==> src/rtl/pp_pkg.sv <==
package pp_pkg;

    localparam int PP_DW = 16;

    typedef enum logic {
        MODE_AMPL = 1'b0,
        MODE_WAVE = 1'b1
    } pp_mode_e;

    typedef struct packed {
        pp_mode_e               mode;
        logic [PP_DW-2:0]       count;
    } pp_hdr_t;

    function automatic pp_hdr_t make_hdr(pp_mode_e m, logic [PP_DW-2:0] n);
        pp_hdr_t h;
        h.mode  = m;
        h.count = n;
        return h;
    endfunction

endpackage

==> src/rtl/pp_bank.sv <==
module pp_bank
    import pp_pkg::*;
#(
    parameter int PAY = 15,
    parameter int AW  = 4
) (
    input  logic             clk,
    input  logic             we,
    input  logic [AW-1:0]    waddr,
    input  logic [PP_DW-1:0] wdata,
    input  logic [AW-1:0]    raddr,
    output logic [PP_DW-1:0] rdata
);

    logic [PP_DW-1:0] mem [PAY];

    always_ff @(posedge clk) begin
        if (we) begin
            mem[waddr] <= wdata;
        end
        rdata <= mem[raddr];
    end

endmodule

==> src/rtl/pp_wr_ctrl.sv <==
module pp_wr_ctrl
    import pp_pkg::*;
#(
    parameter int PAY = 15,
    parameter int FW  = 5
) (
    input  logic          clk,
    input  logic          rst,
    input  logic          wr_valid,
    input  logic          wr_last,
    input  pp_mode_e      wr_mode,
    input  logic          blk_end,
    input  logic [1:0]    bank_ready,
    output logic          stall,
    output logic          wbank,
    output logic [FW-1:0] wptr,
    output logic          we,
    output logic          seal,
    output pp_hdr_t       seal_hdr,
    output logic [FW-1:0] seal_fill
);

    logic          waiting;
    logic [FW-1:0] rcnt;
    logic [FW-1:0] rcnt_nxt;
    logic          full;
    logic          accept;
    logic          other_ready;

    always_comb begin
        other_ready = bank_ready[wbank ^ 1'b1];
        full        = (wptr == FW'(PAY));
        accept      = wr_valid && !waiting && !full;
        we          = accept;
        rcnt_nxt    = rcnt + FW'(accept && wr_last);
        seal        = blk_end && !waiting;
        seal_hdr    = make_hdr(wr_mode, (PP_DW-1)'(rcnt_nxt));
        seal_fill   = wptr + FW'(accept);
        stall       = waiting || full;
    end

    always_ff @(posedge clk) begin
        if (rst) begin
            wbank   <= 1'b0;
            waiting <= 1'b0;
            wptr    <= '0;
            rcnt    <= '0;
        end else if (waiting) begin
            if (!other_ready) begin
                wbank   <= ~wbank;
                waiting <= 1'b0;
                wptr    <= '0;
                rcnt    <= '0;
            end
        end else if (seal) begin
            if (other_ready) begin
                waiting <= 1'b1;
            end else begin
                wbank <= ~wbank;
            end
            wptr <= '0;
            rcnt <= '0;
        end else if (accept) begin
            wptr <= wptr + 1'b1;
            rcnt <= rcnt_nxt;
        end
    end

    AST_FILL_BOUND: assert property (@(posedge clk) disable iff (rst)
        wptr <= FW'(PAY));
    AST_FULL_DROP: assert property (@(posedge clk) disable iff (rst)
        (full && !seal) |=> $stable(wptr));
    AST_WAIT_STALL: assert property (@(posedge clk) disable iff (rst)
        (seal && other_ready) |=> stall);
    AST_SWAP_FILL_ZERO: assert property (@(posedge clk) disable iff (rst)
        (wbank != $past(wbank)) |-> (wptr == '0));

endmodule

==> src/rtl/pp_rd_ctrl.sv <==
module pp_rd_ctrl
    import pp_pkg::*;
#(
    parameter int PAY = 15,
    parameter int FW  = 5,
    parameter int AW  = 4
) (
    input  logic                  clk,
    input  logic                  rst,
    input  logic                  seal,
    input  logic                  wbank,
    input  pp_hdr_t               seal_hdr,
    input  logic [FW-1:0]         seal_fill,
    input  logic                  rd_en,
    input  logic                  host_release,
    input  logic [1:0][PP_DW-1:0] bank_q,
    output logic [1:0]            bank_ready,
    output logic                  hbank,
    output logic [AW-1:0]         raddr,
    output logic                  rd_ready,
    output logic [FW-1:0]         rd_fill,
    output logic                  rd_valid,
    output logic [PP_DW-1:0]      rd_data
);

    logic [1:0]          ready_q;
    pp_hdr_t [1:0]       hdr_q;
    logic [1:0][FW-1:0]  fill_q;
    logic [FW-1:0]       rptr;
    logic                pend;
    logic                was_hdr;
    logic                rbank;
    logic                fire;
    logic                rel;

    always_comb begin
        bank_ready = ready_q;
        rd_ready   = ready_q[hbank];
        rd_fill    = rd_ready ? (fill_q[hbank] + 1'b1) : '0;
        fire       = rd_en && rd_ready && (rptr <= fill_q[hbank]);
        rel        = host_release && rd_ready;
        raddr      = (rptr == '0) ? '0 : AW'(rptr - 1'b1);
        rd_valid   = pend;
        rd_data    = was_hdr ? PP_DW'(hdr_q[rbank]) : bank_q[rbank];
    end

    always_ff @(posedge clk) begin
        if (rst) begin
            ready_q <= '0;
            hdr_q   <= '0;
            fill_q  <= '0;
            hbank   <= 1'b0;
            rptr    <= '0;
            pend    <= 1'b0;
            was_hdr <= 1'b0;
            rbank   <= 1'b0;
        end else begin
            pend <= fire;
            if (fire) begin
                rptr    <= rptr + 1'b1;
                was_hdr <= (rptr == '0);
                rbank   <= hbank;
            end
            if (seal) begin
                ready_q[wbank] <= 1'b1;
                hdr_q[wbank]   <= seal_hdr;
                fill_q[wbank]  <= seal_fill;
            end
            if (rel) begin
                ready_q[hbank] <= 1'b0;
                hbank          <= ~hbank;
                rptr           <= '0;
            end
        end
    end

    AST_RD_NEEDS_READY: assert property (@(posedge clk) disable iff (rst)
        rd_valid |-> $past(rd_ready));
    AST_IDLE_RELEASE: assert property (@(posedge clk) disable iff (rst)
        (host_release && !rd_ready) |=> $stable(hbank));
    AST_SEAL_READY: assert property (@(posedge clk) disable iff (rst)
        seal |=> bank_ready[$past(wbank)]);

endmodule

==> src/rtl/pp_rec_buffer.sv <==
module pp_rec_buffer
    import pp_pkg::*;
#(
    parameter int DEPTH = 16,
    localparam int PAY = DEPTH - 1,
    localparam int AW  = (PAY > 1) ? $clog2(PAY) : 1,
    localparam int FW  = $clog2(DEPTH) + 1
) (
    input  logic             clk,
    input  logic             rst,
    input  logic             acq_valid,
    input  logic             acq_last,
    input  logic [PP_DW-1:0] acq_data,
    input  logic             acq_mode,
    input  logic             acq_blk_end,
    output logic             acq_stall,
    output logic [FW-1:0]    acq_fill,
    input  logic             host_rd,
    input  logic             host_release,
    output logic             host_ready,
    output logic [FW-1:0]    host_fill,
    output logic             host_valid,
    output logic [PP_DW-1:0] host_data
);

    logic                  wbank;
    logic                  hbank;
    logic [FW-1:0]         wptr;
    logic                  we;
    logic                  seal;
    pp_hdr_t               seal_hdr;
    logic [FW-1:0]         seal_fill;
    logic [1:0]            bank_ready;
    logic [AW-1:0]         raddr;
    logic [1:0][PP_DW-1:0] bank_q;

    pp_wr_ctrl #(.PAY(PAY), .FW(FW)) u_wr (
        .clk        (clk),
        .rst        (rst),
        .wr_valid   (acq_valid),
        .wr_last    (acq_last),
        .wr_mode    (pp_mode_e'(acq_mode)),
        .blk_end    (acq_blk_end),
        .bank_ready (bank_ready),
        .stall      (acq_stall),
        .wbank      (wbank),
        .wptr       (wptr),
        .we         (we),
        .seal       (seal),
        .seal_hdr   (seal_hdr),
        .seal_fill  (seal_fill)
    );

    generate
        for (genvar g = 0; g < 2; g++) begin : g_bank
            pp_bank #(.PAY(PAY), .AW(AW)) u_bank (
                .clk   (clk),
                .we    (we && (wbank == 1'(g))),
                .waddr (AW'(wptr)),
                .wdata (acq_data),
                .raddr (raddr),
                .rdata (bank_q[g])
            );
        end
    endgenerate

    pp_rd_ctrl #(.PAY(PAY), .FW(FW), .AW(AW)) u_rd (
        .clk          (clk),
        .rst          (rst),
        .seal         (seal),
        .wbank        (wbank),
        .seal_hdr     (seal_hdr),
        .seal_fill    (seal_fill),
        .rd_en        (host_rd),
        .host_release (host_release),
        .bank_q       (bank_q),
        .bank_ready   (bank_ready),
        .hbank        (hbank),
        .raddr        (raddr),
        .rd_ready     (host_ready),
        .rd_fill      (host_fill),
        .rd_valid     (host_valid),
        .rd_data      (host_data)
    );

    assign acq_fill = wptr;

    AST_NO_SHARED_BANK: assert property (@(posedge clk) disable iff (rst)
        we |-> !bank_ready[wbank]);
    AST_HOST_OTHER_BANK: assert property (@(posedge clk) disable iff (rst)
        (we && host_ready) |-> (hbank != wbank));

endmodule

==> config.mk <==
export PLATFORM = sky130hd
export DESIGN_NAME = pp_rec_buffer
export DESIGN_NICKNAME = d
export VERILOG_FILES = /design/src/rtl/pp_pkg.sv /design/src/rtl/pp_bank.sv /design/src/rtl/pp_wr_ctrl.sv /design/src/rtl/pp_rd_ctrl.sv /design/src/rtl/pp_rec_buffer.sv
export SDC_FILE = /design/constraint.sdc
export NUM_CORES = 1
export LEC_CHECK = 0
export BUFFER_PORTS_ARGS = -buffer_cell sky130_fd_sc_hd__buf_2
export CELL_PAD_IN_SITES_DETAIL_PLACEMENT = 0
export CELL_PAD_IN_SITES_GLOBAL_PLACEMENT = 2
export CORE_ASPECT_RATIO = 1.1
export CORE_MARGIN = 2
export CORE_UTILIZATION = 31
export DETAILED_ROUTE_END_ITERATION = 8
export PLACE_DENSITY_LB_ADDON = 0.1
export SETUP_SLACK_MARGIN = 0.5
export SLEW_MARGIN = 20
export SYNTH_ARGS = -nofsm -noshare
export SYNTH_HDL_FRONTEND = slang
export SYNTH_SLANG_ARGS = --single-unit
==> constraint.sdc <==
create_clock -name clk -period 2.8 [get_ports clk]
set_clock_uncertainty 0.2 [all_clocks]
set_input_delay 0.28 -clock clk [delete_from_list [all_inputs] [get_ports clk]]
set_output_delay 0.28 -clock clk [all_outputs]
set_load 0.02 [all_outputs]
* Word-level counts from Yosys, hierarchy flattened *
Memories as Yosys holds them, arrays and structs flattened. A register that Yosys moved wholly into a read port is not among the register bits.
Index checks and enable logic that the tools add are counted.

storage, ports and cells
  flip-flop bits (word level) = 65
  bits in writable memories = 480
  input port bits = 24
  output and inout bits = 29
  logic and storage cells = 100
  memories kept = 2

cells by class
  $add $sub $neg = 6
  order comparisons = 7
  equality and inequality tests = 2
  mux-type cells = 43
  bitwise logic cells = 5
  reductions and logical operators = 19

memories
  name                  words  bits a word  read ports  clocked after Yosys merged registers in  write ports  RTL line       source
  g_bank[0].u_bank.mem  15     16           1           1                                        1            pp_bank.sv:15  logic [PP_DW-1:0] mem [PAY];
  g_bank[1].u_bank.mem  15     16           1           1                                        1            pp_bank.sv:15

operators with widths
  operator                                                  count
  two-way mux 16 bit                                        6
  two-way mux 5 bit                                         11
  bitwise mux 32 bit                                        1
  demux 16 bit (select 1 bit)                               1
  two-way mux 1 bit                                         16
  adder 5 x 1 -> 5 bit, second input constant               3
  logical AND 1 bit                                         11
  adder 5 x 1 -> 5 bit                                      2
  bitwise mux 10 bit                                        1
  < comparator 1 x 2 -> 1 bit, second input constant        4
  two-way mux 2 bit                                         3
  demux 5 bit (select 1 bit)                                1
  == test 5 x 4 -> 1 bit, second input constant             1
  <= comparator 5 bit                                       1
  zero test 5 bit                                           1
  two-way mux 4 bit                                         1
  subtractor 4 x 1 -> 4 bit, second input constant          1
  nonzero test 3 bit                                        1
  bitwise AND 2 bit                                         1
  demux 1 bit (select 1 bit)                                2
  greater-or-equal comparator 1 bit, second input constant  2
  zero test 1 bit                                           2
  != test 2 bit, second input constant                      1
  NOT 1 bit                                                 2
  other kinds (6)                                           6

* Longest topological paths before layout *
Gate-level depths: netlist (run 1).

  depth in word-level cells = 9
  depth in mapped cells = 14
  mapped depth without buffers = 14

* Hierarchy *
From an unflattened synthesis (run 1), not the netlist that was laid out.

second synthesis, totals
  cells, all modules = 1260
  area total of the unflattened synthesis = 22700.5 um^2

by module, submodules not included
  module         instances  cells an instance  area an instance (um^2)  sequential area each (um^2)
  pp_bank        2          434                9593.0                   7527.2
  pp_rd_ctrl     1          308                2741.4                   1061.0
  pp_wr_ctrl     1          82                 757.0                    240.2
  pp_rec_buffer  1          2                  16.3                     0.0

* Worst setup path before layout (run 1) *
OpenSTA, ideal clock, no wires.

  kind = register to register
  from = register u_rd.rptr[0]
  to = register g_bank[0].u_bank.rdata[0] (read register of g_bank[0].u_bank.mem)
  library setup time = 0.136 ns
  arrival time = 2.746 ns
  required time = 2.464 ns
  slack = -0.282 ns
  cell stages (with the launch flop) = 13
  buffers on the path = 5
  cell sequence = dfxtp_1 -> buf_2 -> inv_1 -> clkbuf_1 -> buf_1 -> ha_1 -> or4b_4 -> buf_6 -> nand2_4 -> buf_2 -> o21ai_0 -> a2111oi_0 -> a211oi_1

between the ends
  cells in the longest elaborated chain, start to end = 2
  elaborated cells on any way between the ends = 3
  those cells by class = add/sub: 1; mux: 1; reduce/logical: 1

ends and longest elaborated chain
  element                                                              RTL line          source
  start: declaration                                                   pp_rd_ctrl.sv:29  logic [FW-1:0] rptr;
  start signal: assignment                                             pp_rd_ctrl.sv:60  rptr <= rptr + 1'b1;
  subtractor 4 x 1 -> 4 bit / zero test 5 bit (equally long branches)  pp_rd_ctrl.sv:42  raddr = (rptr == '0) ? '0 : AW'(rptr - 1'b1);
  two-way mux 4 bit *                                                  pp_rd_ctrl.sv:42
  end: declaration                                                     pp_bank.sv:12     output logic [PP_DW-1:0] rdata

Every way passes the cells marked *; elsewhere a longest branch is shown, timed or not.
A chain may end at the register's enable or synchronous reset.

* Final worst setup path (run 1) *
  from = register u_rd.rptr[0]
  to = register g_bank[1].u_bank.rdata[14] (read register of g_bank[1].u_bank.mem)

between the ends
  cells in the longest elaborated chain, start to end = 2
  elaborated cells on any way between the ends = 3
  those cells by class = add/sub: 1; mux: 1; reduce/logical: 1

ends and longest elaborated chain
  element                                                              RTL line
  subtractor 4 x 1 -> 4 bit / zero test 5 bit (equally long branches)  pp_rd_ctrl.sv:42
  two-way mux 4 bit *                                                  pp_rd_ctrl.sv:42
  end: declaration                                                     pp_bank.sv:12

Marked as above.

==> results of run 1 <==
## flip-flops by register name, summed over array words and instances, names as in the netlist, 2 cells and up
name,cells
g_bank.u_bank.mem,480
g_bank.u_bank.rdata,32
u_rd.hdr_q,12
u_rd.fill_q,10
u_rd.rptr,5
u_wr.rcnt,5
u_wr.wptr,5
u_rd.bank_ready,2
## power by group through the flow
stage,combinational [mW],sequential (mW),clock (mW)
finish,3.17,9.37,8.43
global route,3.36,9.38,8.96
CTS,2.88,9.36,8.63
detailed placement,2.44,9.54,0
global placement,2.44,9.54,0
floorplan,1.31,9.42,0
## worst max path at each step
stage / cells past startpoint / start / endpoint
after floorplan: 12 / u_rd.rptr[0] / g_bank[0].u_bank.rdata[0]
after global placement: 10 / u_rd.rptr[1] / g_bank[1].u_bank.rdata[12]
after detailed placement: 10 / u_rd.rptr[0] / g_bank[1].u_bank.rdata[12]
after CTS: 12 / u_rd.rptr[0] / g_bank[1].u_bank.rdata[14]
after global routing: 15 / u_wr.wptr[1] / u_wr.rcnt[4]
final: 12 / u_rd.rptr[0] / g_bank[1].u_bank.rdata[14]
## critical path, stage by stage (launching register included)
cell      delay [ns]
dfxtp_4         0.37
inv_4           0.06
ha_4            0.13
or4b_4          0.55
buf_12          0.21
nand2_8         0.10
buf_12          0.15
a211oi_2        0.05
buf_4           0.15
a31oi_1         0.15
buf_4           0.18
o22ai_4         0.07
buf_6           0.12
## through the flow
step	total power [mW]	instances	hold slack [ns]	setup WS, ns
3_3_place_gp	12.0	2812	0.243	0.0530
5_1_grt	21.7	3047	0.0675	0.113
3_5_place_dp	12.0	2812	0.252	0.0552
4_1_cts	20.9	3002	0.00684	0.195
2_1_floorplan	10.7	1772	0.179	0.291
6_report	21.0	3048	0.0287	0.188
## metal layers
| metal | vias up | routed length, um |
|---|---|---|
| li1 | 7201 | - |
| met2 | 392 | 41100 |
| met3 | 109 | 3330 |
| met1 | 8133 | 37300 |
| met5 | - | 7 |
| met4 | 2 | 2130 |
## cell families (layout without fill, tap and decap cells)
logic type,after synthesis,after routing,synth area share (%)
XOR/XNOR,14,14,0.531
AND/OR/NAND/NOR,483,484,9.56
other,0,1,0
multiplexers,99,99,4.62
adder cells (fa/ha/maj),18,18,0.975
AO/OA/AOI/OAI,425,425,12.0
buffers and inverters,176,487,3.24
flip-flops,557,557,69.0
## cell type report
class                      count  area (sq um)  area share [%]
antenna                        1          2.50         0.00801
clock buffer                  83          1780            5.69
clock inverter                35           305           0.977
inverter                      43           169           0.541
multi-input combinational   1040          7820            25.0
sequential                   557         16000            51.1
tap                          963          1200            3.86
timing repair buffer         326          3990            12.8
## timing repair
item,in CTS,in global routing
endpoints found under the setup margin,556,562
hold buffers,4,0
gates resized for setup,161,164
endpoints found under the hold margin,22,0
setup buffers,54,35
cloned,14,10
pin swaps,46,68
## cell usage after synthesis (13+ instances only)
library cell and instances:
edfxtp_1 480, nor2_1 154, o21ai_0 141, nand2_1 140, mux2i_1 91, clkbuf_1 86, dfxtp_1 77, nor3_1 76
a211oi_1 66, a21oi_1 58, nor2b_1 44, inv_1 43, nand2b_1 38, buf_2 35, o22ai_1 30, a2111oi_0 20
ha_1 18, o211ai_1 13
==> metrics, run 1 <==
Comb power frac=15.1%; R2R depth=12; fin area=31200 sq um; Num CTS Buffers=between 60 and 70; pwr dens=671 nW/um^2; clock network fraction of total power=roughly two fifths; first drt pass iteration count=7; synth warn=0; Reg2Reg Launch Point=u_rd.rptr[0]; largest area contributor in the netlist=edfxtp_1; CTS tree=built; Startpoint Class=register; Final ANT Viol Nets=0; Hold Path Origin=host_rd; post-DR wirelength/cell=27.5 um; sequential share of power=44.7%; global route overflow=0; CP Data Required Time=3.09 ns; Hold/Removal Path Class=primary input to register; width of the die=264 um; routed vias=15800; Post-Route WL=between 80000 and 90000 um; met3 GRT Util=under 10%; Root Buffer=clkbuf_16; Synth Cell Area=around 23000 sq um; most frequent cells in the layout=edfxtp_1 (480), nand2_1 (127), buf_4 (126), o21ai_0 (123), nor2_1 (110); met1 Usage GRT=29.0%; Remaining DRCs=0; Tmin final=2.61 ns; Max clock buf depth=3; hold path endpoint=u_rd.rptr[3]; Fillers=slightly below 7000; Leakage=about 10 nW; RSZ-0062 raised after global routing=yes; crit path max fanout=8; Yosys top cell area share=62.4%; slew margin rel.=39.8%; initial antenna violation count=5; Arr. time, crit path=just under 3 ns; initial DRC count=1110; Final TNS setup=0 ns; top cells by area, synth=edfxtp_1 (62%), dfxtp_1 (6.7%), mux2i_1 (3.9%); Final period util=93.3%; Internal Pwr Total=15.5 mW; CP endpoint kind=register; number of flops mapped to enable cells by yosys=480; Worst R2R End=g_bank[1].u_bank.rdata[14]; switching share of power=a little over a quarter; global routing's busiest layer=met2; commonest non-fill, non-tap cell in the layout=edfxtp_1; Max rail drop VDD=approximately 0.46 mV; switching power of the nets=5.48 mW; row count=105; post-synthesis register bit count=557; layout cells sized above 1=30.8%; dpl hpwl=48800 um; DP Area=26300 sq um; core area=~74000 sq um; WHS Path Cells=5; Post-Syn Instances=1772; routing usage on met2=35.6%; max-slew violation count=0; Area Growth Syn to Fin=35.2%; Via density=about 5.2; FF-to-FF setup slack=0.19 ns; vias in the first global route=15600; most frequently used flop master after synthesis=edfxtp_1; Worst-path clk slew=approximately 0.06 ns; H-tree depth=3; gpl congestion=0.784; gr usage total=21.3%; Clock Latency Late Sink=0.59 ns; Ports=53; IO buf count=52; Hold Fails Final Rpt=0; Unique masters post-synth=51; Die Span Y=roughly 290 um; Worst Max-Slew Pin Slew=0.903 ns; Max Cap Viol=0; synthesized area per cell=13.0 sq um; register area share after synthesis=69.0%; # nets final=roughly 2100; Max Clock Freq=around 0.38 GHz; first-pass GRT wire length=117000 um; initial core utilization=a little under a third; number of clock sinks=roughly 560; asr flop ratio synth=0%; count of final setup violators=0; CP Class=register to register; outcome=complete, no violations; Core Util, Final=between 40% and 50%; largest net degree at the start of global routing=58; die area=76700 sq um; syn_nets=about 1800
Power figures use the tool's default switching activity.
==> run 2, diff against run 1 <==
PLACE_DENSITY = 0.62   (was unset)
PLACE_DENSITY_LB_ADDON = unset   (was 0.1)
==> run 2 against run 1 <==
Die area is the same. Sequential power is essentially flat. Cell count shrank 0.62%. Clock-buffer cell count grew 3. Fmax grew 5.1%. Sequential share of layout area shrank 0.36 points. Largest power group unchanged.
==> metrics, run 2 (synthesized netlist as in run 1, its figures left out) <==
CP max stage delay=0.53 ns; global route overflow=0; Hold Fails Final Rpt=0; row count=105; outcome=complete, no violations; crit path max fanout=8; Max Clock Freq=0.402 GHz; Area Growth Syn to Fin=36.1%; Post-Route WL=80400 um; cell family contributing the most delay on the critical path=buffers and inverters; total power=just over 20 mW; worst-path cell chain=inv_4, ha_4, or4b_4, buf_6, buf_12, buf_16, buf_12, nand2_4, o21ai_2, a21oi_2, o21ai_1; most frequent cells in the layout=edfxtp_1 (480), nand2_1 (115), nor2_1 (110), o21ai_0 (105), buf_4 (105); Core Util, Final=42.4%; Crit path depth=11; Clock Latency Late Sink=0.62 ns; first-pass GRT wire length=between 100000 and 150000 um; Worst Max-Slew Pin Slew=1.12 ns; Via density=5.29; CP Data Required Time=about 3.1 ns; die area=76700 sq um; H-tree depth=2; Antenna diodes=0; slowest cell on the critical path=or4b_4; RSZ-0062 raised after global routing=yes; Startpoint Class=register; max-slew violation count=0; largest net degree at the start of global routing=72; slew margin rel.=25.6%; commonest non-fill, non-tap cell in the layout=edfxtp_1; Final ANT Viol Nets=0; Fillers=6696; max FFs per register=480; post-DR wirelength/cell=26.6 um; Die Span Y=290 um; count of final setup violators=0; Root Buffer=clkbuf_16; WHS Path Cells=1; CP bufs+invs=5; dpl hpwl=~42000 um; Leakage=approximately 10 nW; largest registers=g_bank.u_bank.mem (480), g_bank.u_bank.rdata (32), u_rd.hdr_q (12); routed vias=16000; core area=74200 sq um; first drt pass iteration count=5; # nets final=between 2000 and 2500; initial antenna violation count=5; Final period util=between 80% and 90%; R2R depth=11; pwr dens=643 nW/um^2; Max Cap Viol=0; CP endpoint kind=register; Hold/Removal Path Class=primary input to register; CTS tree=built; CP Class=register to register; layout cells sized above 1=between 30% and 40%; Top reg by flops=g_bank.u_bank.mem; width of the die=about 260 um; gpl congestion=0.757; FF+latch area=16000 sq um; Remaining DRCs=0; Arr. time, crit path=2.78 ns; initial core utilization=approximately 31%; vias in the first global route=15400; number of clock sinks=557; Max clock buf depth=3; initial DRC count=roughly 1400; CP most frequent cell=buf_12; Max rail drop VDD=roughly 0.46 mV; Worst-path clk slew=0.06 ns; multi-input logic area=a little over 8000 sq um; Ports=53; Num CTS Buffers=just under 60; IO buf count=52; Tmin final=2.49 ns; gr usage total=between 15 and 20%
==> run 2: changes by cell type in the layout (fill, tap and decap cells not counted), moves of 8 or more <==
cell / before / now
buf_16: 12 / 20
clkbuf_16: 79 / 71
buf_4: 126 / 105
o21ai_0: 123 / 105
nand2_1: 127 / 115
dlygate4sd3_1: 4 / 13
clkbuf_1: 14 / 23
nand2_4: 2 / 12
o21ai_2: 8 / 24
==> run 2: cell type report <==
cell class	instances	share of cell area [%]
well taps	963	3.83
inverters	43	0.521
repair buffers	319	13.1
multi-input cells	1040	25.8
clock inverters	21	0.764
clock buffers	86	5.14
flip-flops and latches	557	50.8
==> run 2: repair_timing <==
item | in CTS | in global routing
pin swaps | 89 | 101
hold endpoints to repair | 170 | 0
hold buffers | 13 | 0
gates resized for setup | 211 | 206
gates cloned | 18 | 14
endpoints found under the setup margin | 559 | 547
setup buffers | 70 | 38
==> run 2: worst register-to-register path: stages, from the launching register on <==
cell     delay, ns
dfxtp_4       0.36
inv_4         0.06
ha_4          0.12
or4b_4        0.53
buf_6         0.17
buf_12        0.15
buf_16        0.17
buf_12        0.19
nand2_4       0.06
o21ai_2       0.05
a21oi_2       0.20
o21ai_1       0.10
==> run 2: worst paths after layout <==
check / slack, ns / end / start
worst min-delay path: 0.02 / g_bank[1].u_bank.mem[1][8] / acq_data[8]
worst max register to register: 0.31 / g_bank[1].u_bank.rdata[4] / u_rd.rptr[0]
worst max-delay path: 0.31 / g_bank[1].u_bank.rdata[4] / u_rd.rptr[0]
worst min register to register: 0.25 / u_rd.fill_q[5] / u_rd.fill_q[5]
==> run 2: where the power goes <==
part           internal [mW]  switching, mW
Clock                   4.44           3.24
Sequential              9.20          0.179
Combinational           1.34           1.83
==> run 2: per-stage QoR <==
stage,cell area (sq um),hold slack [ns],TNS (ns),worst slack (ns),cells
after floorplan,23600,0.179,0,0.291,1772
after global placement,25800,0.239,-45.68,-0.238,2769
after global routing,31500,0.0322,0,0.217,3029
after CTS,29800,0.00180,0,0.291,2977
after detailed placement,25800,0.245,-36.41,-0.189,2769
final,31500,0.0180,0,0.314,3029
==> run 2: layer usage <==
layer  global-route usage [%]  share of wire (%)  up-vias
met3                     2.67                5.2      112
li1                         -                  -     7182
met2                     32.4                 48      451
met1                     27.1                 44     8262
met4                     5.21                2.3        8
met5                        0              0.068        -
==> run 3, diff against run 2 <==
CORE_MARGIN = 5   (was 2)
CORE_UTILIZATION = 40   (was 31)
PLACE_DENSITY = 0.76   (was 0.62)
==> run 3 against run 2 <==
Largest power group unchanged. Cell count down 7.5%. Worst hold slack better by 0.0027 ns. Setup slack worse by 0.070 ns. Sequential power about the same.
==> metrics, run 3 (synthesized netlist as in run 1, its figures left out) <==
CP endpoint kind=register; number of clock sinks=557; largest registers=g_bank.u_bank.mem (480), g_bank.u_bank.rdata (32), u_rd.hdr_q (12); initial antenna violation count=6; worst-path cell chain=buf_4, nor3_2, mux2_2, buf_4, a311o_1, a211oi_4, buf_4; slowest cell on the critical path=mux2_2; commonest non-fill, non-tap cell in the layout=edfxtp_1; initial DRC count=around 1300; cell family contributing the most delay on the critical path=compound AO/OA/AOI/OAI gates; Worst-path clk slew=0.06 ns; RSZ-0062 raised after global routing=yes; met1 Usage GRT=28.4%; max-slew violation count=0; largest net degree at the start of global routing=between 50 and 60; pwr dens=between 600 and 700 nW/um^2; crit path max fanout=27; slew margin rel.=27.4%; post-DR wirelength/cell=25.2 um; Top reg by flops=g_bank.u_bank.mem; # nets final=approximately 2000; IO buf count=52; CP max stage delay=0.44 ns; CP Class=register to register; first-pass GRT wire length=101000 um; Remaining DRCs=0; Post-Route WL=approximately 70000 um; max FFs per register=480; Leakage=about 10 nW; global routing's busiest layer=met2; first drt pass iteration count=5; Max rail drop VDD=0.408 mV; Fillers=between 4000 and 5000; Final period util=91.3%; CP bufs+invs=3; final hold slack=0.0208 ns; Root Buffer=clkbuf_16; Num CTS Buffers=56; Final ANT Viol Nets=0; H-tree depth=2; Max clock buf depth=3; Worst Max-Slew Pin Slew=1.09 ns; most frequent cells in the layout=edfxtp_1 (480), nand2_1 (123), o21ai_0 (119), nor2_1 (111), buf_4 (82); CP most frequent cell=buf_4; width of the die=~240 um; die area=62700 sq um; CTS tree=built; count of final setup violators=0; Max Clock Freq=approximately 0.4 GHz; met3 GRT Util=4.39%; outcome=complete, no violations; vias in the first global route=approximately 15000; Die Span Y=262 um; total power=20.1 mW; Arr. time, crit path=just under 3 ns; core area=57300 sq um; gr usage total=21.6%; dpl hpwl=38800 um; Clock Latency Late Sink=0.62 ns; Max Cap Viol=0; Area Growth Syn to Fin=34.2%; Tmin final=2.56 ns; CP Data Required Time=3.17 ns; initial core utilization=around two fifths; global route overflow=0; layout cells sized above 1=30.1%; routing usage on met2=about 36%; row count=92; Startpoint Class=register; Via density=~5.6; Ports=53; gpl congestion=just over 0.8; Hold/Removal Path Class=primary input to register; routed vias=~16000; Hold Fails Final Rpt=0
## run 3: final cells by class
| cell class | instances | area, sq um | share of cell area [%] |
|---|---|---|---|
| multi-input combinational | 1040 | 8000 | 25.8 |
| clock buffer | 85 | 1680 | 5.43 |
| sequential | 557 | 16000 | 51.5 |
| tap | 752 | 941 | 3.03 |
| clock inverter | 21 | 265 | 0.856 |
| timing repair buffer | 301 | 3960 | 12.8 |
| inverter | 43 | 166 | 0.537 |
| antenna | 2 | 5.00 | 0.0161 |
## run 3: repair_timing
action	4_1_cts	5_1_grt
hold buffers	14	0
endpoints found under the setup margin	560	545
pin swaps	66	93
buffers inserted	60	41
hold endpoints to repair	126	0
gates resized for setup	174	230
gates cloned	25	5
## run 3: path summary, 6_finish.rpt
kind	slack [ns]	cells after the start	to	from
worst max-delay path	0.24	7	g_bank[0].u_bank.rdata[1]	u_rd.rptr[1]
worst min-delay path	0.02	1	g_bank[1].u_bank.mem[5][8]	acq_data[8]
worst max register to register	0.24	7	g_bank[0].u_bank.rdata[1]	u_rd.rptr[1]
worst min register to register	0.26	2	u_rd.hdr_q[31]	u_rd.hdr_q[31]
## run 3: metal layers
metal	routed length, um	share of wire (%)
met4	2280	3.2
met5	46	0.065
met2	34700	49
met3	4690	6.6
met1	29000	41
## run 3: report_power, final
part           switching [mW]  internal, mW  leakage (nW)
Sequential              0.166          9.19          4.97
Combinational            1.70          1.27          4.40
Clock                    3.20          4.62         0.958
## run 3: per-stage QoR
step / TNS [ns] / area [sq um] / setup slack [ns] / util (%) / cells
after floorplan: 0 / 23600 / 0.291 / - / 1772
after global placement: -0.0267 / 25500 / -0.0267 / 44.4 / 2548
after detailed placement: -0.0236 / 25500 / -0.0236 / 44.4 / 2548
after CTS: 0 / 29500 / 0.219 / 51.4 / 2753
after global routing: 0 / 31000 / 0.178 / 54.1 / 2799
final: 0 / 31000 / 0.244 / 54.1 / 2801
